<file path="src/rtl/t0_seq_pkg.sv">
package t0_seq_pkg;

    localparam logic [7:0] NULL_BYTE = 8'h60;

    typedef enum logic [3:0] {
        S_IDLE,
        S_HDR,
        S_EXT_HI,
        S_EXT_LO,
        S_PROC,
        S_TX_DATA,
        S_RX_DATA,
        S_SW1,
        S_SW2,
        S_DONE
    } seq_state_t;

    typedef enum logic [2:0] {
        PB_NULL,
        PB_SW1,
        PB_INS,
        PB_INS_N,
        PB_OTHER
    } pb_kind_t;

    typedef enum logic [1:0] {
        DIR_NONE,
        DIR_OUT,
        DIR_IN
    } xfer_dir_t;

endpackage

</file>
<file path="src/rtl/t0_pb_decode.sv">
module t0_pb_decode
    import t0_seq_pkg::*;
(
    input  logic [7:0] pb,
    input  logic [7:0] ins,
    output pb_kind_t   kind
);
    // NULL precedes the status class so that 0x60 never counts as SW1.
    always_comb begin
        if (pb == NULL_BYTE) begin
            kind = PB_NULL;
        end else if (pb[7:4] == 4'h6 || pb[7:4] == 4'h9) begin
            kind = PB_SW1;
        end else if (pb == ins) begin
            kind = PB_INS;
        end else if (pb == ~ins) begin
            kind = PB_INS_N;
        end else begin
            kind = PB_OTHER;
        end
    end
endmodule

</file>
<file path="src/rtl/t0_cmd_classify.sv">
module t0_cmd_classify
    import t0_seq_pkg::*;
#(
    parameter int LEN_W = 9,
    parameter int CNT_W = 16
) (
    input  logic [LEN_W-1:0] cmd_len,
    input  logic [7:0]       p3,
    output xfer_dir_t        dir,
    output logic [CNT_W-1:0] cnt,
    output logic             need_ext
);
    localparam logic [CNT_W-1:0] FULL_SHORT = CNT_W'(256);

    always_comb begin
        dir      = DIR_NONE;
        cnt      = '0;
        need_ext = 1'b0;
        if (cmd_len == LEN_W'(5)) begin
            dir = DIR_IN;
            cnt = (p3 == 8'h00) ? FULL_SHORT : CNT_W'(p3);
        end else if (cmd_len == LEN_W'(6)) begin
            dir = DIR_OUT;
            cnt = CNT_W'(p3);
        end else if (cmd_len == LEN_W'(7)) begin
            if (p3 == 8'h00) begin
                dir      = DIR_IN;
                need_ext = 1'b1;
            end else begin
                dir = DIR_OUT;
                cnt = CNT_W'(p3);
            end
        end else if (cmd_len > LEN_W'(7)) begin
            dir = DIR_OUT;
            if (p3 == 8'h00) begin
                need_ext = 1'b1;
            end else begin
                cnt = CNT_W'(p3);
            end
        end
    end
endmodule

</file>
<file path="src/rtl/t0_cmd_seq.sv">
module t0_cmd_seq
    import t0_seq_pkg::*;
#(
    parameter int LEN_W  = 9,
    parameter int CNT_W  = 16,
    parameter int RSP_AW = 9,
    parameter int STAT_W = 4
) (
    input  logic              clk,
    input  logic              rst_n,
    input  logic              start,
    input  logic [LEN_W-1:0]  cmd_len,
    output logic [LEN_W-1:0]  cmd_rd_addr,
    input  logic [7:0]        cmd_rd_data,
    output logic              tx_valid,
    input  logic              tx_ready,
    output logic [7:0]        tx_data,
    input  logic              rx_valid,
    output logic              rx_ready,
    input  logic [7:0]        rx_data,
    input  logic [STAT_W-1:0] rx_status,
    output logic              rsp_wr_en,
    output logic [RSP_AW-1:0] rsp_wr_addr,
    output logic [7:0]        rsp_wr_data,
    output logic              done,
    output logic              busy,
    output logic [RSP_AW-1:0] rsp_len,
    output logic [STAT_W-1:0] err_status
);
    localparam logic [LEN_W-1:0] IDX_INS = LEN_W'(1);
    localparam logic [LEN_W-1:0] IDX_P3  = LEN_W'(4);
    localparam logic [CNT_W-1:0] ONE     = CNT_W'(1);

    seq_state_t        state;
    logic [LEN_W-1:0]  len_q;
    logic [LEN_W-1:0]  ptr;
    logic [7:0]        ins_q;
    logic [7:0]        ext_hi_q;
    logic [CNT_W-1:0]  cnt;
    xfer_dir_t         dir_q;
    logic              blk_q;
    logic [RSP_AW-1:0] ridx;
    logic [RSP_AW-1:0] rsp_len_q;
    logic [STAT_W-1:0] err_q;

    pb_kind_t          kind;
    xfer_dir_t         cls_dir;
    logic [CNT_W-1:0]  cls_cnt;
    logic              cls_ext;
    logic              tx_fire;
    logic              rx_fire;
    logic              rx_bad;

    t0_pb_decode u_pb_decode (
        .pb   (rx_data),
        .ins  (ins_q),
        .kind (kind)
    );

    t0_cmd_classify #(
        .LEN_W (LEN_W),
        .CNT_W (CNT_W)
    ) u_classify (
        .cmd_len  (len_q),
        .p3       (cmd_rd_data),
        .dir      (cls_dir),
        .cnt      (cls_cnt),
        .need_ext (cls_ext)
    );

    assign tx_fire = tx_valid && tx_ready;
    assign rx_fire = rx_valid && rx_ready;
    assign rx_bad  = rx_fire && (rx_status != '0);

    // State register and datapath registers
    always_ff @(posedge clk or negedge rst_n) begin
        if (!rst_n) begin
            state     <= S_IDLE;
            len_q     <= '0;
            ptr       <= '0;
            ins_q     <= '0;
            ext_hi_q  <= '0;
            cnt       <= '0;
            dir_q     <= DIR_NONE;
            blk_q     <= 1'b0;
            ridx      <= '0;
            rsp_len_q <= '0;
            err_q     <= '0;
        end else if (rx_bad) begin
            err_q     <= rx_status;
            rsp_len_q <= ridx;
            state     <= S_DONE;
        end else begin
            unique case (state)
                S_IDLE: begin
                    if (start) begin
                        len_q <= cmd_len;
                        ptr   <= '0;
                        ridx  <= '0;
                        err_q <= '0;
                        state <= S_HDR;
                    end
                end
                S_HDR: begin
                    if (tx_fire) begin
                        ptr <= ptr + 1'b1;
                        if (ptr == IDX_INS) begin
                            ins_q <= cmd_rd_data;
                        end
                        if (ptr == IDX_P3) begin
                            dir_q <= cls_dir;
                            cnt   <= cls_cnt;
                            state <= cls_ext ? S_EXT_HI : S_PROC;
                        end
                    end
                end
                S_EXT_HI: begin
                    ext_hi_q <= cmd_rd_data;
                    ptr      <= ptr + 1'b1;
                    state    <= S_EXT_LO;
                end
                S_EXT_LO: begin
                    cnt   <= CNT_W'({ext_hi_q, cmd_rd_data});
                    ptr   <= ptr + 1'b1;
                    state <= S_PROC;
                end
                S_PROC: begin
                    if (rx_fire) begin
                        unique case (kind)
                            PB_NULL: state <= S_PROC;
                            PB_SW1: begin
                                ridx  <= ridx + 1'b1;
                                state <= S_SW2;
                            end
                            PB_INS, PB_INS_N: begin
                                blk_q <= (kind == PB_INS);
                                if (cnt == '0) begin
                                    state <= S_SW1;
                                end else if (dir_q == DIR_IN) begin
                                    state <= S_RX_DATA;
                                end else begin
                                    state <= S_TX_DATA;
                                end
                            end
                            default: state <= S_SW1;
                        endcase
                    end
                end
                S_TX_DATA: begin
                    if (tx_fire) begin
                        ptr <= ptr + 1'b1;
                        cnt <= cnt - 1'b1;
                        if (cnt == ONE) begin
                            state <= S_SW1;
                        end else if (!blk_q) begin
                            state <= S_PROC;
                        end
                    end
                end
                S_RX_DATA: begin
                    if (rx_fire) begin
                        ridx <= ridx + 1'b1;
                        cnt  <= cnt - 1'b1;
                        if (cnt == ONE) begin
                            state <= S_SW1;
                        end else if (!blk_q) begin
                            state <= S_PROC;
                        end
                    end
                end
                S_SW1: begin
                    if (rx_fire) begin
                        ridx  <= ridx + 1'b1;
                        state <= S_SW2;
                    end
                end
                S_SW2: begin
                    if (rx_fire) begin
                        ridx      <= ridx + 1'b1;
                        rsp_len_q <= ridx + 1'b1;
                        state     <= S_DONE;
                    end
                end
                S_DONE: state <= S_IDLE;
                default: state <= S_IDLE;
            endcase
        end
    end

    // Outputs
    always_comb begin
        tx_valid    = 1'b0;
        rx_ready    = 1'b0;
        rsp_wr_en   = 1'b0;
        cmd_rd_addr = ptr;
        tx_data     = cmd_rd_data;
        rsp_wr_addr = ridx;
        rsp_wr_data = rx_data;
        done        = (state == S_DONE);
        busy        = (state != S_IDLE);
        rsp_len     = rsp_len_q;
        err_status  = err_q;
        unique case (state)
            S_HDR, S_TX_DATA: tx_valid = 1'b1;
            S_PROC: begin
                rx_ready  = 1'b1;
                rsp_wr_en = rx_valid && (rx_status == '0) && (kind == PB_SW1);
            end
            S_RX_DATA, S_SW1, S_SW2: begin
                rx_ready  = 1'b1;
                rsp_wr_en = rx_valid && (rx_status == '0);
            end
            default: ;
        endcase
    end
endmodule

</file>
<file path="config.mk">
export PLATFORM = sky130hd
export DESIGN_NAME = t0_cmd_seq
export DESIGN_NICKNAME = d
export VERILOG_FILES = /design/src/rtl/t0_seq_pkg.sv /design/src/rtl/t0_pb_decode.sv /design/src/rtl/t0_cmd_classify.sv /design/src/rtl/t0_cmd_seq.sv
export SDC_FILE = /design/constraint.sdc
export NUM_CORES = 1
export LEC_CHECK = 0
export ABC_AREA = 1
export BUFFER_PORTS_ARGS = -buffer_cell sky130_fd_sc_hd__buf_2
export CORE_UTILIZATION = 45
export CTS_CLUSTER_SIZE = 40
export DETAILED_ROUTE_END_ITERATION = 6
export PLACE_DENSITY = 0.64
export SYNTH_ARGS = -nofsm -noshare
export SYNTH_HDL_FRONTEND = slang
export SYNTH_SLANG_ARGS = --single-unit
</file>
<file path="constraint.sdc">
create_clock -name clk -period 2.58 [get_ports clk]
set_input_delay 0.258 -clock clk [delete_from_list [all_inputs] [get_ports clk]]
set_output_delay 0.258 -clock clk [all_outputs]
set_load 0.02 [all_outputs]
</file>
==> impl_metrics.sql <==
INSERT INTO impl_metrics (metric_group, metric, value, unit) VALUES
('clock_network', 'clock_pin_transition_on_the_worst_setup_and_hold_timing_paths', '0.09', 'ns'),
('yosys', 'share_of_synthesized_cell_area_in_and_or_nand_and_nor_gates', '35.84', '%'),
('critical_path', 'r2r_slack', '0.52', 'ns'),
('clock_network', 'cts.htree.levels', '3', ''),
('yosys', 'synth_async_sr_flop_share', '100.0', '%'),
('detailed_routing', 'finalWirelength', '12.27', 'mm'),
('grt', 'grt_antenna_before_repair', '0', ''),
('finish', 'layout_cell_share_with_drive_strength_beyond_1', '16.07', '%'),
('sta', 'finalHoldWorstSlack', '0.05509', 'ns'),
('sta', 'final-setup-viol-count', '0', ''),
('yosys', 'ys_types', '37', ''),
('floorplan', 'die_width', '106.9', 'µm'),
('clock_network', 'cts_buffers', '9', ''),
('clock_network', 'cts_post_setup_buffers_inserted', '0', ''),
('worst_hold_path', 'hold_path_class', 'in -> async', ''),
('finish', 'antenna_cell_count', '0', ''),
('critical_path', 'cp_max_fo', '15', ''),
('detailed_routing', 'drt_iter0_markers', '290', ''),
('sta', 'setup_repair_after_global_routing_missed_its_margin', 'no', ''),
('floorplan', 'fp.coreArea', '0.01051', 'mm²'),
('yosys', 'synthTopCellsByArea', 'sky130_fd_sc_hd__dfrtp_1 (40%), sky130_fd_sc_hd__nand2_1 (21%), sky130_fd_sc_hd__inv_1 (7.3%)', ''),
('yosys', 'syn_inst', '734', ''),
('yosys', 'postSynthNetCount', '774', ''),
('clock_network', 'cts.path.max_buffers', '2', ''),
('critical_path', 'timing.reg2reg.worst_path_depth', '9', ''),
('grt', 'grt_start_max_net_pins', '80', ''),
('outcome', 'outcome', 'finished, final reports clean', ''),
('yosys', 'synth_compound_gate_area_share', '9.631', '%'),
('sta', 'max-slew-margin-rel', '32.41', '%'),
('detailed_routing', 'drt_pass1_iterations', '5', ''),
('sta', 'final.period_utilization', '90.80', '%'),
('yosys', 'muxShareOfSynthArea', '0', '%'),
('clock_network', 'post_cts_resize_count', '0', ''),
('critical_path', 'critPathMaxStageDelay', '0.45', 'ns'),
('critical_path', 'reg2reg_from', 'state[3]', ''),
('place', 'gp_congestion', '0.8739', ''),
('detailed_routing', 'routed_via_density', '4.918', ''),
('sta', 'setup_tns', '0', 'ns'),
('finish', 'multi_input_area', '0.002414', 'mm²'),
('sta', 'fin_skew', '0.008198', 'ns'),
('clock_network', 'cts_tree', 'built', ''),
('finish', 'nNetsFinal', '850', ''),
('sta', 'max_clock_freq', '0.4269', 'GHz'),
('yosys', 'post_synth_fa_ha_maj_area_fraction', '1.517', '%'),
('clock_network', 'insertion_delay', '0.36', 'ns'),
('detailed_routing', 'drt-wirelength-per-cell', '12.90', 'µm'),
('sta', 'slew_violations', '0', ''),
('yosys', 'synthFlopType', 'sky130_fd_sc_hd__dfrtp_1', ''),
('clock_network', 'cts_hold_repair.buffers', '0', ''),
('yosys', 'synth.ff_latch_count', '79', ''),
('sta', 'finalWorstPathRequiredPeriod', '2.343', 'ns'),
('yosys', 'post_syn_area', '0.004950', 'mm²'),
('detailed_routing', 'detail-route-antenna-nets', '0', ''),
('finish', 'post-route-util', '53.66', '%'),
('critical_path', 'worst-endpoint-required', '2.32', 'ns'),
('clock_network', 'root_buffer', 'sky130_fd_sc_hd__clkbuf_8', ''),
('yosys', 'synth_largest_area_cell', 'sky130_fd_sc_hd__dfrtp_1', ''),
('detailed_routing', 'post-route-drc-count', '0', ''),
('critical_path', 'critPathKind', 'reg -> out', ''),
('power', 'power_density', '1102', 'mW/mm²'),
('grt', 'grt_pass1_wl', '20.48', 'mm'),
('yosys', 'yosys_warnings', '0', ''),
('finish', 'sequential_cell_area', '0.001977', 'mm²'),
('grt', 'first_global_vias', '4422', ''),
('finish', 'num-fill-cells', '1087', ''),
('detailed_routing', 'vias', '4677', ''),
('sta', 'tightestPinTransition', '1.014', 'ns'),
('grt', 'grt.total_usage', '22.58', '%'),
('floorplan', 'y_dimension_of_the_die', '106.9', 'µm'),
('finish', 'area_delta_synth_final', '13.93', '%'),
('floorplan', 'floorplan.initialDensity', '47.10', '%');
metrics by stage:
step	instances	total power, W
2_1_floorplan	734	0.004412
3_3_place_gp	935	0.005136
3_5_place_dp	935	0.005181
4_1_cts	951	0.006252
5_1_grt	951	0.006833
6_report	951	0.006216
power breakdown:
group | leakage (nW) | internal [W] | total [W] | switching, W
clock network | 0.110 | 0.000572 | 0.00105 | 0.000480
registers | 1.04 | 0.00168 | 0.00205 | 0.000375
logic | 1.99 | 0.000972 | 0.00311 | 0.00214
per-layer routing:
metal	global-route usage, %	part of all wire, %
met1	30.36	49
met2	37.51	46
met3	3.100	3.4
met4	7.241	1.4
met5	0	0
registers in the layout, indices dropped and copies added, names as in the netlist:
register     flops
cnt             16
cmd_rd_addr      9
len_q            9
rsp_len          9
rsp_wr_addr      9
ext_hi_q         8
ins_q            8
err_status       4
state            4
dir_q            2
blk_q            1
critical path: cells and delay by family (launching register included):
kind / cells / cell delay (ns)
DFF: 1 / 0.45
AOI/OAI and AO/OA: 1 / 0.27
buffers and inverters: 2 / 0.28
and+or+nand+nor: 4 / 0.71
cell type report:
cell class              count  share of cell area, %
flip-flops and latches     79                  35.06
clock buffers              11                  2.507
inverters                 104                  6.923
clock inverters             5                  1.442
multi-input cells         526                  42.80
repair buffers             90                  8.254
well taps                 136                  3.018
Yosys cell counts, types with 2 or more instances:
library cell	instances
sky130_fd_sc_hd__a21oi_1	6
sky130_fd_sc_hd__buf_2	3
sky130_fd_sc_hd__buf_4	17
sky130_fd_sc_hd__clkbuf_1	4
sky130_fd_sc_hd__dfrtp_1	79
sky130_fd_sc_hd__ha_1	6
sky130_fd_sc_hd__inv_1	96
sky130_fd_sc_hd__inv_2	8
sky130_fd_sc_hd__nand2_1	277
sky130_fd_sc_hd__nand2_2	4
sky130_fd_sc_hd__nand3_1	36
sky130_fd_sc_hd__nand3_2	2
sky130_fd_sc_hd__nand4_1	15
sky130_fd_sc_hd__nor2_1	70
sky130_fd_sc_hd__nor2_2	3
sky130_fd_sc_hd__nor3_1	12
sky130_fd_sc_hd__nor3b_1	2
sky130_fd_sc_hd__nor4_1	2
sky130_fd_sc_hd__o211ai_1	5
sky130_fd_sc_hd__o21ai_0	46
sky130_fd_sc_hd__o21ai_1	10
sky130_fd_sc_hd__o21ai_2	3
sky130_fd_sc_hd__o221ai_1	2
sky130_fd_sc_hd__o22ai_1	5
sky130_fd_sc_hd__xor2_1	9
logic make-up after synthesis:
kind of cell    after synthesis
fa+ha+maj                     6
simple gates                427
flops                        79
compound gates               83
buf+inv                     129
xor+xnor                     10
cell usage in the layout (no fill, tap or decap), types with 9 or more instances in the layout:
cell and instances:
sky130_fd_sc_hd__inv_1 96, sky130_fd_sc_hd__o21ai_1 10, sky130_fd_sc_hd__o21ai_0 46, sky130_fd_sc_hd__xor2_1 9, sky130_fd_sc_hd__nor3_1 12, sky130_fd_sc_hd__clkbuf_8 10
sky130_fd_sc_hd__nor2_1 70, sky130_fd_sc_hd__nand2_1 277, sky130_fd_sc_hd__nand3_1 36, sky130_fd_sc_hd__buf_2 84, sky130_fd_sc_hd__dfrtp_1 79, sky130_fd_sc_hd__nand4_1 15
worst max path at each step:
stage | startpoint | endpoint | slack [ns] | depth (start not counted)
CTS | state[3] | rsp_wr_en | 0.25 | 7
finish | state[3] | rsp_wr_en | 0.24 | 7
global placement | state[1] | rsp_wr_addr[4] | 0.58 | 9
global route | state[1] | rsp_wr_en | 0.13 | 7
floorplan | state[3] | rsp_wr_en | 0.75 | 5
detailed placement | state[1] | rsp_wr_addr[2] | 0.57 | 9
(Power assumes the default switching activity.)
